$ cat config.mk
export PLATFORM = sky130hd
export DESIGN_NAME = pwr_seq_ctrl
export DESIGN_NICKNAME = d
export VERILOG_FILES = /design/src/rtl/pwr_seq_pkg.sv /design/src/rtl/pwr_seq_timer.sv /design/src/rtl/pwr_seq_thermal.sv /design/src/rtl/pwr_seq_fsm.sv /design/src/rtl/pwr_seq_ctrl.sv
export SDC_FILE = /design/constraint.sdc
export NUM_CORES = 1
export LEC_CHECK = 0
export ABC_AREA = 0
export BUFFER_PORTS_ARGS = -buffer_cell sky130_fd_sc_hd__buf_2
export CORE_MARGIN = 2
export CORE_UTILIZATION = 50
export DETAILED_ROUTE_END_ITERATION = 12
export PLACE_DENSITY = 0.68
export SYNTH_ARGS = -nofsm -noshare
export SYNTH_HDL_FRONTEND = slang
export SYNTH_SLANG_ARGS = --single-unit
$ cat constraint.sdc
create_clock -name clk -period 6.25 [get_ports clk]
set_clock_uncertainty 0.05 [all_clocks]
set_input_delay 0.3125 -clock clk [delete_from_list [all_inputs] [get_ports clk]]
set_output_delay 0.3125 -clock clk [all_outputs]
set_load 0.05 [all_outputs]
$ cat src/rtl/pwr_seq_pkg.sv
package pwr_seq_pkg;
  typedef enum logic [2:0] {
    ST_OFF     = 3'd0,
    ST_IDWAIT  = 3'd1,
    ST_RAMP    = 3'd2,
    ST_PGLOW   = 3'd3,
    ST_RSTHOLD = 3'd4,
    ST_RUN     = 3'd5,
    ST_FAULT   = 3'd6,
    ST_TRIP    = 3'd7
  } seq_state_e;

  function automatic int max3(input int a, input int b, input int c);
    int m;
    m = (a > b) ? a : b;
    return (m > c) ? m : c;
  endfunction
endpackage

$ cat src/rtl/pwr_seq_timer.sv
module pwr_seq_timer #(
  parameter int W = 8
) (
  input  logic         clk,
  input  logic         rst_n,
  input  logic         clr,
  output logic [W-1:0] cnt
);
  logic         sat;
  logic         cnt_en;
  logic [W-1:0] cnt_d;

  assign sat    = &cnt;
  assign cnt_en = clr | ~sat;
  assign cnt_d  = clr ? '0 : cnt + 1'b1;

  always_ff @(posedge clk or negedge rst_n) begin
    if (!rst_n)      cnt <= '0;
    else if (cnt_en) cnt <= cnt_d;
  end
endmodule

$ cat src/rtl/pwr_seq_thermal.sv
module pwr_seq_thermal (
  input  logic clk,
  input  logic rst_n,
  input  logic trip_in,
  input  logic released,
  input  logic vid_ok,
  output logic trip_take,
  output logic kill_q
);
  logic kill_d;

  assign trip_take = trip_in & released;

  always_comb begin
    kill_d = kill_q;
    if (!vid_ok)        kill_d = 1'b0;
    else if (trip_take) kill_d = 1'b1;
  end

  always_ff @(posedge clk or negedge rst_n) begin
    if (!rst_n) kill_q <= 1'b0;
    else        kill_q <= kill_d;
  end

  // the latch is never set while reset is asserted
  p_trip_masked_r8: assert property (@(posedge clk) disable iff (!rst_n)
    (!released && !kill_q) |=> !kill_q);

  // kill holds while the identification supply stays up
  p_kill_sticky_r9: assert property (@(posedge clk) disable iff (!rst_n)
    (kill_q && vid_ok) |=> kill_q);

  // a low identification supply clears the latch
  p_kill_clear_r9: assert property (@(posedge clk) disable iff (!rst_n)
    !vid_ok |=> !kill_q);
endmodule

$ cat src/rtl/pwr_seq_fsm.sv
module pwr_seq_fsm
  import pwr_seq_pkg::*;
#(
  parameter int W      = 8,
  parameter int MS_CYC = 8,
  parameter int TMO_CYC = 32,
  parameter int PG_CYC = 20
) (
  input  logic         clk,
  input  logic         rst_n,
  input  logic         vid_ok,
  input  logic         core_ok,
  input  logic         pg_req,
  input  logic         trip_take,
  input  logic         kill_q,
  input  logic [W-1:0] cnt,
  output seq_state_e   state_q,
  output logic         cnt_clr,
  output logic         fault_q
);
  localparam logic [W-1:0] MS_LAST  = W'(MS_CYC - 1);
  localparam logic [W-1:0] TMO_LAST = W'(TMO_CYC - 1);
  localparam logic [W-1:0] PG_LAST  = W'(PG_CYC - 1);

  seq_state_e state_d;
  logic       fault_set;

  always_comb begin
    state_d = state_q;
    if (!vid_ok) begin
      state_d = ST_OFF;
    end else if (trip_take || kill_q) begin
      state_d = ST_TRIP;
    end else begin
      case (state_q)
        ST_OFF:     state_d = ST_IDWAIT;
        ST_IDWAIT:  if (cnt == MS_LAST) state_d = ST_RAMP;
        ST_RAMP: begin
          if (core_ok)              state_d = ST_PGLOW;
          else if (cnt == TMO_LAST) state_d = ST_FAULT;
        end
        ST_PGLOW:   if (core_ok && pg_req && cnt >= PG_LAST) state_d = ST_RSTHOLD;
        ST_RSTHOLD: begin
          if (!core_ok || !pg_req)  state_d = ST_PGLOW;
          else if (cnt == MS_LAST)  state_d = ST_RUN;
        end
        ST_RUN:     if (!core_ok || !pg_req) state_d = ST_PGLOW;
        ST_FAULT:   state_d = ST_FAULT;
        ST_TRIP:    state_d = ST_TRIP;
        default:    state_d = ST_OFF;
      endcase
    end
  end

  assign cnt_clr   = (state_d != state_q) | ((state_q == ST_PGLOW) & ~core_ok);
  assign fault_set = (state_q == ST_RAMP) & (state_d == ST_FAULT);

  always_ff @(posedge clk or negedge rst_n) begin
    if (!rst_n) state_q <= ST_OFF;
    else        state_q <= state_d;
  end

  always_ff @(posedge clk or negedge rst_n) begin
    if (!rst_n)         fault_q <= 1'b0;
    else if (fault_set) fault_q <= 1'b1;
  end

  p_vr_after_wait_r2: assert property (@(posedge clk) disable iff (!rst_n)
    (state_q == ST_RAMP && $past(state_q) != ST_RAMP)
      |-> ($past(state_q) == ST_IDWAIT && $past(cnt) == MS_LAST));

  p_fault_on_timeout_r3: assert property (@(posedge clk) disable iff (!rst_n)
    (state_q == ST_FAULT && $past(state_q) == ST_RAMP)
      |-> ($past(cnt) == TMO_LAST && !$past(core_ok)));

  p_fault_sticky_r3: assert property (@(posedge clk) disable iff (!rst_n)
    fault_q |=> fault_q);

  p_pg_min_low_r4: assert property (@(posedge clk) disable iff (!rst_n)
    (state_q == ST_RSTHOLD && $past(state_q) == ST_PGLOW)
      |-> ($past(cnt) >= PG_LAST && $past(pg_req)));

  p_reset_hold_r5: assert property (@(posedge clk) disable iff (!rst_n)
    (state_q == ST_RUN && $past(state_q) == ST_RSTHOLD) |-> $past(cnt) == MS_LAST);

  p_cold_restart_r10: assert property (@(posedge clk) disable iff (!rst_n)
    !vid_ok |=> state_q == ST_OFF);
endmodule

$ cat src/rtl/pwr_seq_ctrl.sv
module pwr_seq_ctrl
  import pwr_seq_pkg::*;
#(
  parameter int CYC_PER_MS   = 100000,
  parameter int VALID_TMO_MS = 50,
  parameter int PG_MIN_BCLK  = 10,
  parameter int CYC_PER_BCLK = 1
) (
  input  logic       clk,
  input  logic       rst_n,
  input  logic       vid_ok,
  input  logic       core_ok,
  input  logic       pg_req,
  input  logic       trip_in,
  output logic       vr_en,
  output logic       pwr_good,
  output logic       cpu_rst_n,
  output logic       core_kill,
  output logic [2:0] state_code,
  output logic       fault_flag
);
  localparam int TMO_CYC = CYC_PER_MS * VALID_TMO_MS;
  localparam int PG_CYC  = PG_MIN_BCLK * CYC_PER_BCLK;
  localparam int CNT_MAX = max3(CYC_PER_MS, TMO_CYC, PG_CYC);
  localparam int W       = $clog2(CNT_MAX + 1);

  seq_state_e   state_q;
  logic [W-1:0] cnt;
  logic         cnt_clr;
  logic         released;
  logic         trip_take;
  logic         kill_q;
  logic         fault_q;

  pwr_seq_timer #(.W(W)) u_timer (
    .clk   (clk),
    .rst_n (rst_n),
    .clr   (cnt_clr),
    .cnt   (cnt)
  );

  pwr_seq_fsm #(
    .W       (W),
    .MS_CYC  (CYC_PER_MS),
    .TMO_CYC (TMO_CYC),
    .PG_CYC  (PG_CYC)
  ) u_fsm (
    .clk       (clk),
    .rst_n     (rst_n),
    .vid_ok    (vid_ok),
    .core_ok   (core_ok),
    .pg_req    (pg_req),
    .trip_take (trip_take),
    .kill_q    (kill_q),
    .cnt       (cnt),
    .state_q   (state_q),
    .cnt_clr   (cnt_clr),
    .fault_q   (fault_q)
  );

  pwr_seq_thermal u_thermal (
    .clk       (clk),
    .rst_n     (rst_n),
    .trip_in   (trip_in),
    .released  (released),
    .vid_ok    (vid_ok),
    .trip_take (trip_take),
    .kill_q    (kill_q)
  );

  // Reset drops combinationally on loss of a run condition
  assign released   = (state_q == ST_RUN) & vid_ok & core_ok & pg_req;
  assign cpu_rst_n  = released;
  assign vr_en      = (state_q == ST_RAMP) | (state_q == ST_PGLOW) |
                      (state_q == ST_RSTHOLD) | (state_q == ST_RUN);
  assign pwr_good   = (state_q == ST_RSTHOLD) | (state_q == ST_RUN);
  assign core_kill  = kill_q;
  assign state_code = state_q;
  assign fault_flag = fault_q;

  p_release_needs_pg_r6: assert property (@(posedge clk) disable iff (!rst_n)
    cpu_rst_n |-> pwr_good);

  p_fault_keeps_reset_r3: assert property (@(posedge clk) disable iff (!rst_n)
    (state_code == 3'd6) |-> (!cpu_rst_n && !vr_en));

  p_kill_shuts_down_r7: assert property (@(posedge clk) disable iff (!rst_n)
    core_kill |-> (!vr_en && !cpu_rst_n && !pwr_good));
endmodule

==> results of run 1 <==
per-layer routing:
layer	GRT usage	wire (um)
met1	0.324	2040
met3	0.0205	151
met5	0	0
met4	0.0703	65
met2	0.360	2030
flip-flops by register name, summed over array words and instances, names as in the netlist:
register and flops:
u_timer.cnt 23, u_fsm.state_q 3, u_thermal.kill_q 1, u_fsm.fault_q 1
area by class of cell:
cell class	count	area [um^2]	area share
Multi-Input combinational cell	184	1100	0.546
Sequential cell	28	701	0.347
Timing Repair Buffer	13	65.1	0.0322
Tap cell	48	60.1	0.0297
Clock buffer	3	41.3	0.0204
Clock inverter	1	30.0	0.0149
Inverter	5	18.8	0.00929
report_power, final:
| part | internal, mW | leakage [nW] | switching, mW |
|---|---|---|---|
| clock network | 0.0858 | 0.0357 | 0.0551 |
| registers | 0.191 | 0.386 | 0.0171 |
| logic | 0.0185 | 0.447 | 0.0340 |
| total | 0.295 | 0.868 | 0.106 |
worst register-to-register path: cells and delay by family, from the launching register on:
kind	cells	cell delay, ns
simple gates	5	1.88
compound gates	1	0.09
flops	1	0.65
synth_stat cells (3+ instances only):
| master | count | share of area |
|---|---|---|
| a211oi_1 | 3 | 0.012 |
| a21oi_1 | 7 | 0.019 |
| and2_1 | 3 | 0.010 |
| and3_1 | 3 | 0.010 |
| and4_1 | 4 | 0.019 |
| clkbuf_1 | 6 | 0.012 |
| dfrtp_1 | 28 | 0.37 |
| inv_1 | 5 | 0.010 |
| nand2_1 | 16 | 0.032 |
| nand3_1 | 20 | 0.053 |
| nand4_1 | 10 | 0.033 |
| nor2_1 | 35 | 0.070 |
| nor3_1 | 11 | 0.029 |
| nor4_1 | 10 | 0.033 |
| o21ai_0 | 7 | 0.019 |
| xnor2_1 | 5 | 0.023 |
| xor2_1 | 12 | 0.056 |
logic make-up (layout without fill, tap and decap cells):
kind of cell,Yosys count,after routing,synth area share
flip-flops,28,28,0.373
AO/OA/AOI/OAI,36,36,0.132
XOR/XNOR,17,17,0.0792
buffers and inverters,15,22,0.0406
AND/OR/NAND/NOR,129,129,0.362
adder cells (fa/ha/maj),2,2,0.0133
metrics by stage:
stage | setup slack, ns | hold slack (ns) | area (um^2) | utilization
floorplan | 3.61 | -0.0331 | 1880 | -
global placement | 3.51 | 0.315 | 1950 | 0.536
detailed placement | 3.42 | 0.315 | 1950 | 0.536
CTS | 3.41 | 0.00359 | 2020 | 0.556
global route | 3.15 | 0.0223 | 2020 | 0.556
finish | 3.44 | -0.0159 | 2020 | 0.556
worst min path at each step:
stage               start              to  slack (ns)  cells after the start
floorplan           rst_n   u_fsm.fault_q       -0.03                      0
global placement    rst_n  u_timer.cnt[2]        0.31                      1
detailed placement  rst_n  u_timer.cnt[4]        0.32                      1
CTS                 rst_n  u_timer.cnt[2]       0.004                      1
global route        rst_n  u_timer.cnt[4]        0.02                      1
finish              rst_n  u_timer.cnt[2]       -0.02                      1
==> impl_results.md, run 1 <==
* Placed insts at between 200 and 300
* Setup Viol. Count Final at 0
* Worst Tran Pin Value at 0.644 ns
* Failing checks: hold timing
* Port Buffers at 13
* Die span in y at 65.3 um
* TritonCTS Buffers at 3
* Placement row count at 22
* Max Cap Violations at 0
* Crit path launch type: flip-flop
* WL/cell at between 15 and 20 um
* Reg-to-reg endpoint: u_timer.cnt[22]
* Starting DRT DRC Count at 148
* Worst VDD drop at between 0.1 and 0.15 mV
* Max stage delay on crit path at 0.65 ns
* Synth async-reset ratio at 1.00
* Worst path slowest cell: dfrtp_1
* Layout cell share with drive strength beyond 1 at 0.103
* Htree depth at 1
* Avg Synthesized Cell Area at between 8 and 9 um^2
* Crit path launch: u_fsm.state_q[1]
* Post-layout power at about 0.40 mW
* # hold bufs at CTS at 0
* I/O pins at 14
* Die ar. at between 0.004 and 0.005 mm^2
* Post-route clock period utilization at 0.450
* Clk root buf: clkbuf_8
* Max FO, Critical Path at 23
* Hold WS at -0.0159 ns
* Worst setup EP type: flip-flop
* Die X at 65.3 um
* Critical path destination: u_timer.cnt[22]
* Critical Path AT at slightly below 3 ns
* Critical path buffers and inverters at 0
* Syn nets at 235
* Clk Latency, worst-skew pair at approximately 0.28 ns
* Leakage at between 0.8 and 0.9 nW
* RSZ-0062 raised after global routing: no
* Part of the Yosys area used for sequential elements at 0.373
* Worst-path clk slew at approximately 0.10 ns
* Reg-to-reg critical path startpoint: u_fsm.state_q[1]
* Residual DRC count at 0
* Worst reg-to-reg path cell count at 6
* TNS Setup at 0 ns
* CTS max path bufs at 2
* Hpwl dp at 3110 um
* Detailed-route via count at approximately 1700
* Grt total ovfl at 0
* CTS tree: done
* Final Wtd Congestion at 0.944
* CP Data Required Time at approximately 6.3 ns
* Critical path class: reg -> reg
* Global-route wire length before repair at 7450 um
* Synth Warn # at 0
* Number of flops mapped to enable cells by yosys at 0
* Worst Hold Class: in -> async
* Commonest non-fill, non-tap cell in the layout: nor2_1
* Post-CTS setup buffer count at 0
* Synthesized area at between 0.0015 and 0.002 mm^2
* Cells after synthesis at approximately 230
* Crit path depth at 6
* Antenna violations before repair at 0
* P&R area growth vs syn at 7.39%
* First-pass detailed-route iteration total at 4
* Status: complete, but fails checks
* # fillers at 358
* Unique masters post-synth at between 40 and 50
* Fin. Hold Viols at 16
* Critical path cell sequence: or4b_4 -> or4_1 -> nor4_1 -> a311oi_1 -> nand4_2 -> nor2_1
* WL final at 4280 um
* Tot GR Track Use at 0.225
* Inserted Diodes at 0
* FF+latch count, synth at 28
* Prevailing post-synth register cell: dfrtp_1
* Nets@finish at ~240
* R2R setup slack at 3.44 ns
* Vias in the first global route at around 1600
* CP top delay family: simple AND/OR/NAND/NOR gates
* Largest net degree at the start of global routing at 29
* Fin cells at 282
* Power Density at about 200 mW/mm^2
* Max_slew headroom at 0.567
* Fmax at between 300 and 400 MHz
* Final min period at roughly 2.8 ns
* Total clock sinks at 28
* Vias/cell at 6.07
* Initial Util at 0.518
* Post-route antenna net violation count at 0
* Slew Viols, Final at 0
* Commonest cells after routing, fill and taps aside: nor2_1 (35), dfrtp_1 (28), nand3_1 (20)
* Post-cts sizing count at 0
* Core ar. at 0.00363 mm^2
Power figures use the tool's default switching activity.
==> inputs of run 2 (changes only) <==
==> constraint.sdc (replaced) <==
create_clock -name clk -period 2.8 [get_ports clk]
set_clock_uncertainty 0.05 [all_clocks]
set_input_delay 0.14 -clock clk [delete_from_list [all_inputs] [get_ports clk]]
set_output_delay 0.14 -clock clk [all_outputs]
set_load 0.05 [all_outputs]
==> run 2 against run 1 <==
  * Die area stayed put
  * Register-to-register slack got worse by 3.2 ns
  * Hold slack improved by 0.18 ns
  * Cell count grew 3.5%
  * Cell area rose by 4.5%
  * Routed wire length up 8.1%
  * Power up 130%
  * Setup slack lost 3.2 ns
  * The flow now finishes without violations
  * First-iteration DRC count is 26% lower
==> impl_results.md, run 2 (synthesis results as in run 1) <==
* Nets@finish at 253 (was 243)
* TNS Setup at 0 ns (unchanged)
* Largest net degree at the start of global routing at 29 (unchanged)
* WHS Path Cells at 3
* Post-route antenna net violation count at 0 (unchanged)
* TritonCTS Buffers at 3 (unchanged)
* R2R setup slack at 0.27 ns (was 3.44 ns)
* Post-route clock period utilization at 0.902 (was 0.450)
* Initial Util at 0.518 (unchanged)
* Reg-to-reg endpoint: u_timer.cnt[1] (was u_timer.cnt[22])
* # fillers at 351 (was 358)
* Worst reg-to-reg path cell count at 9 (was 6)
* Final min period at 2.53 ns (was 2.81 ns)
* Die X at 65.3 um (unchanged)
* Fmax at 396 MHz (was 356 MHz)
* CTS tree: done (unchanged)
* Grt total ovfl at 0 (unchanged)
* Max_slew headroom at 0.563 (was 0.567)
* Top Registers: u_timer.cnt (23), u_fsm.state_q (3) (unchanged)
* Vias in the first global route at 1714 (was 1572)
* Global-route wire length before repair at 8160 um (was 7450 um)
* Critical Path AT at 2.67 ns (was 2.90 ns)
* Final Wtd Congestion at 0.978 (was 0.944)
* Starting DRT DRC Count at 110 (was 148)
* Power Density at 435 mW/mm^2 (was 199 mW/mm^2)
* Crit path launch: u_timer.cnt[1] (was u_fsm.state_q[1])
* Slew Viols, Final at 0 (unchanged)
* Hpwl dp at 3450 um (was 3110 um)
* Critical path class: reg -> reg (unchanged)
* P&R area growth vs syn at 12.2% (was 7.39%)
* Detailed-route via count at 1796 (was 1712)
* Inserted Diodes at 0 (unchanged)
* Max FO, Critical Path at 14 (was 23)
* Clk root buf: clkbuf_8 (unchanged)
* Worst-path clk slew at 0.10 ns (about the same)
* Leakage at 0.923 nW (was 0.868 nW)
* Commonest cells after routing, fill and taps aside: nor2_1 (35), dfrtp_1 (28), nand3_1 (20) (unchanged)
* Worst Tran Pin Value at 0.649 ns (was 0.644 ns)
* RSZ-0062 raised after global routing: no (unchanged)
* Core ar. at 0.00363 mm^2 (unchanged)
* Critical path destination: u_timer.cnt[1] (was u_timer.cnt[22])
* Htree depth at 1 (unchanged)
* Worst setup EP type: flip-flop (unchanged)
* Area of the multi-input gates at 0.00110 mm^2 (unchanged)
* Reg-to-reg critical path startpoint: u_timer.cnt[1] (was u_fsm.state_q[1])
* Crit path launch type: flip-flop (unchanged)
* CP Data Required Time at 2.94 ns (was 6.34 ns)
* Finished Core Util at 0.581 (was 0.556)
* WL/cell at 15.9 um (was 15.2 um)
* Residual DRC count at 0 (unchanged)
* First-pass detailed-route iteration total at 4 (unchanged)
* Reg area at 701 um^2 (unchanged)
* Status: finished, final reports clean (was complete, but fails checks)
* Largest register by flop count: u_timer.cnt (unchanged)
* Worst Hold Class: in -> reg (was in -> async)
* Placement row count at 22 (unchanged)
* Layout cell share with drive strength beyond 1 at 0.135 (was 0.103)
* Worst VDD drop at 0.337 mV (was 0.118 mV)
* Vias/cell at 6.15 (was 6.07)
* Die span in y at 65.3 um (unchanged)
* WL final at 4630 um (was 4280 um)
* Port Buffers at 13 (unchanged)
* Tot GR Track Use at 0.244 (was 0.225)
* I/O pins at 14 (unchanged)
* Largest register FFs at 23 (unchanged)
* Max Cap Violations at 0 (unchanged)
* Clk Latency, worst-skew pair at 0.28 ns (about the same)
* Setup Viol. Count Final at 0 (unchanged)
* Commonest non-fill, non-tap cell in the layout: nor2_1 (unchanged)
* Die ar. at 0.00427 mm^2 (unchanged)
* Total clock sinks at 28 (unchanged)
* Antenna violations before repair at 0 (unchanged)
* CTS max path bufs at 2 (unchanged)
* Fin. Hold Viols at 0 (was 16)
## run 2: cell types whose count changed in the layout (fill, tap and decap cells not counted), sizes merged
cell and change:
buf +9, dlygate4sd3 +1
## run 2: layer usage
metal | vias up | part of all wire | track usage
li1 | 874 | - | -
met1 | 855 | 0.46 | 0.350
met2 | 63 | 0.49 | 0.384
met3 | 4 | 0.042 | 0.0205
met4 | 0 | 0.0095 | 0.0964
met5 | - | 0 | 0
## run 2: stage by stage
step	power, mW	instances	cell area (um^2)	setup slack [ns]	hold slack, ns
CTS	0.920	292	2110	0.257	0.161
floorplan	0.556	227	1880	0.163	-0.206
detailed placement	0.599	287	2030	0.278	0.148
global route	0.964	292	2110	0.0607	0.177
global placement	0.598	287	2030	0.326	0.144
finish	0.918	292	2110	0.275	0.166
## run 2: cell type report
type | count | share of cell area
inverter | 5 | 0.00890
clock buffer | 3 | 0.0196
clock inverter | 1 | 0.0142
sequential | 28 | 0.332
timing repair buffer | 23 | 0.0735
multi-input combinational | 184 | 0.523
tap | 48 | 0.0285
## run 2: worst min-delay path by stage
stage	startpoint	slack (ns)	end
3_3_place_gp	rst_n	0.14	u_timer.cnt[2]
2_1_floorplan	rst_n	-0.21	u_fsm.fault_q
5_1_grt	vid_ok	0.18	u_fsm.state_q[2]
6_report	trip_in	0.17	u_thermal.kill_q
3_5_place_dp	rst_n	0.15	u_timer.cnt[1]
4_1_cts	vid_ok	0.16	u_fsm.state_q[2]
## run 2: what timing repair did
item | 4_1_cts | 5_1_grt
endpoints found under the hold margin | 28 | 0
gates resized for setup | 0 | 0
buffers inserted | 0 | 0
hold buffers | 1 | 0
## run 2: report_power, final
group | internal [mW] | switching, mW | total, mW
sequential | 0.425 | 0.0368 | 0.462
combinational | 0.0489 | 0.0815 | 0.130
clock | 0.192 | 0.134 | 0.326
total | 0.666 | 0.252 | 0.918
## run 2: critical path, cell delays in order (launching register included)
cell	delay, ns
dfrtp_1	0.44
inv_1	0.07
ha_1	0.17
nor2b_1	0.12
o41ai_1	0.37
nand3_1	0.20
a22oi_1	0.24
nand4_2	0.32
buf_12	0.27
a211oi_1	0.17
==> inputs of run 3 (changes only) <==
--- a/config.mk
+++ b/config.mk
@@ -9,6 +9,7 @@
 export BUFFER_PORTS_ARGS = -buffer_cell sky130_fd_sc_hd__buf_2
 export CORE_MARGIN = 2
 export CORE_UTILIZATION = 50
+export CTS_BUF_LIST = sky130_fd_sc_hd__clkbuf_2 sky130_fd_sc_hd__clkbuf_4 sky130_fd_sc_hd__clkbuf_8
 export DETAILED_ROUTE_END_ITERATION = 12
 export PLACE_DENSITY = 0.68
 export SYNTH_ARGS = -nofsm -noshare
==> constraint.sdc (replaced) <==
create_clock -name clk -period 2.7 [get_ports clk]
set_clock_uncertainty 0.05 [all_clocks]
set_input_delay 0.135 -clock clk [delete_from_list [all_inputs] [get_ports clk]]
set_output_delay 0.135 -clock clk [all_outputs]
set_load 0.05 [all_outputs]
==> run 3 against run 2 <==
  * Cell area is 1.4% lower
  * Utilization decreased by 0.83 points
  * Setup slack worse by 0.042 ns
==> impl_results.md, run 3 (synthesis results as in run 1) <==
* Max stage delay on crit path at 0.56 ns (was 0.44 ns)
* Fmax at 405 MHz (was 396 MHz)
* Leakage at 0.908 nW (was 0.923 nW)
* Grt total ovfl at 0 (unchanged)
* Hold WS at 0.139 ns (was 0.166 ns)
* Placed insts at 286 (was 287)
* CTS max path bufs at 2 (unchanged)
* Top Registers: u_timer.cnt (23), u_fsm.state_q (3) (unchanged)
* Setup Viol. Count Final at 0 (unchanged)
* Placement row count at 22 (unchanged)
* CP top delay family: simple AND/OR/NAND/NOR gates (was compound AO/OA/AOI/OAI gates)
* Total clock sinks at 28 (unchanged)
* Vias in the first global route at 1723 (was 1714)
* Antenna violations before repair at 0 (unchanged)
* Worst Tran Pin Value at 0.660 ns (was 0.649 ns)
* Detailed-route via count at 1777 (was 1796)
* Starting DRT DRC Count at 190 (was 110)
* Fin. Hold Viols at 0 (unchanged)
* Clk root buf: clkbuf_8 (unchanged)
* Commonest non-fill, non-tap cell in the layout: nor2_1 (unchanged)
* Worst Hold Class: in -> reg (unchanged)
* CTS tree: done (unchanged)
* Post-route design area at 0.00208 mm^2 (was 0.00211 mm^2)
* Post-route clock period utilization at 0.914 (was 0.902)
* Worst-path clk slew at 0.09 ns (was 0.10 ns)
* Global-route wire length before repair at 8010 um (was 8160 um)
* I/O pins at 14 (unchanged)
* Commonest cells after routing, fill and taps aside: nor2_1 (35), dfrtp_1 (28), nand3_1 (20) (unchanged)
* First-pass detailed-route iteration total at 4 (unchanged)
* Status: finished, final reports clean (unchanged)
* Die ar. at 0.00427 mm^2 (unchanged)
* Critical Path AT at 2.58 ns (was 2.67 ns)
* Fin worst setup slack at 0.232 ns (was 0.275 ns)
* Final Wtd Congestion at 0.916 (was 0.978)
* Power Density at 418 mW/mm^2 (was 435 mW/mm^2)
* Cell area after placement at 0.00201 mm^2 (was 0.00203 mm^2)
* Vias/cell at 6.11 (was 6.15)
* Die span in y at 65.3 um (unchanged)
* Die X at 65.3 um (unchanged)
* Post-CTS setup buffer count at 0 (unchanged)
* Tot GR Track Use at 0.240 (was 0.244)
* Crit path launch type: flip-flop (unchanged)
* Residual DRC count at 0 (unchanged)
* WL final at 4510 um (was 4630 um)
* Inserted Diodes at 0 (unchanged)
* Htree depth at 1 (unchanged)
* Fin cells at 291 (was 292)
* Final min period at 2.47 ns (was 2.53 ns)
* Critical path class: reg -> reg (unchanged)
* Layout cell share with drive strength beyond 1 at 0.136 (was 0.135)
* Port Buffers at 13 (unchanged)
* RSZ-0062 raised after global routing: no (unchanged)
* TNS Setup at 0 ns (unchanged)
* Critical path cell sequence: or4_4 -> or4_1 -> nor4_1 -> a311oi_1 -> nand4_2 -> buf_4 -> a211oi_1 (was inv_1 -> ha_1 -> nor2b_1 -> o41ai_1 -> nand3_1 -> a22oi_1 -> nand4_2 -> buf_12 -> a211oi_1)
* Largest register by flop count: u_timer.cnt (unchanged)
* Max FO, Critical Path at 14 (unchanged)
* Worst path slowest cell: or4_4 (was dfrtp_1)
* Largest net degree at the start of global routing at 29 (unchanged)
* P&R area growth vs syn at 10.6% (was 12.2%)
* Critical path buffers and inverters at 1 (was 2)
* CP Data Required Time at 2.81 ns (was 2.94 ns)
* Max_slew headroom at 0.556 (was 0.563)
* Largest register FFs at 23 (unchanged)
* # fillers at 345 (was 351)
* Initial Util at 0.518 (unchanged)
* Clk Latency, worst-skew pair at 0.27 ns (was 0.28 ns)
* WL/cell at 15.5 um (was 15.9 um)
* Post-route antenna net violation count at 0 (unchanged)
* Nets@finish at 252 (was 253)
* Worst setup EP type: flip-flop (unchanged)
* TritonCTS Buffers at 3 (unchanged)
* Core ar. at 0.00363 mm^2 (unchanged)
* Worst VDD drop at 0.294 mV (was 0.337 mV)
* Slew Viols, Final at 0 (unchanged)
* Max Cap Violations at 0 (unchanged)
* Place WS at 0.287 ns (was 0.278 ns)
* Hpwl dp at 3320 um (was 3450 um)
[run 3: cell types whose count changed in the layout (fill, tap and decap cells not counted), sizes merged]
cell,delta
buf,-1
bufinv,-1
clkbuf,+1
[run 3: what timing repair did]
action                                  in CTS  in global routing
endpoints found under the hold margin       28                  0
endpoints found under the setup margin       0                  1
gates resized for setup                      0                  1
hold buffers                                 1                  0
[run 3: metal layers]
layer	GRT usage	wire length [um]
met4	0.0964	82
met3	0.0154	196
met1	0.334	2050
met2	0.390	2180
met5	0	0
[run 3: area by class of cell]
cell class / count / area (um^2) / area share
inverters: 5 / 18.8 / 0.00903
repair buffers: 22 / 135 / 0.0650
clock buffers: 4 / 55.1 / 0.0265
flip-flops and latches: 28 / 701 / 0.337
multi-input cells: 184 / 1110 / 0.534
well taps: 48 / 60.1 / 0.0289
[run 3: tightest hold or removal path: cells and delay by family]
kind	cells	cell delay (ns)
buf+inv	1	0.09
compound gates	2	0.20
[run 3: through the flow]
step / utilization / power [mW]
global placement: 0.553 / 0.618
CTS: 0.571 / 0.877
floorplan: - / 0.577
global route: 0.572 / 0.914
finish: 0.572 / 0.869
detailed placement: 0.553 / 0.618
[run 3: final timing paths]
kind | slack, ns | cells after the start | start | end
worst max-delay path | 0.23 | 7 | u_timer.cnt[7] | u_timer.cnt[1]
worst min-delay path | 0.14 | 3 | trip_in | u_fsm.state_q[1]
worst max register to register | 0.23 | 7 | u_timer.cnt[7] | u_timer.cnt[1]
worst min register to register | 0.42 | 1 | u_fsm.fault_q | u_fsm.fault_q
max in group asynchronous | 1.84 | 2 | rst_n | u_fsm.state_q[2]
min in group asynchronous | 0.35 | 2 | rst_n | u_timer.cnt[4]
[run 3: power by group]
group / internal, mW / switching (mW) / total [mW]
clock network: 0.131 / 0.127 / 0.258
logic: 0.0491 / 0.0856 / 0.135
registers: 0.441 / 0.0357 / 0.477
total: 0.621 / 0.248 / 0.869
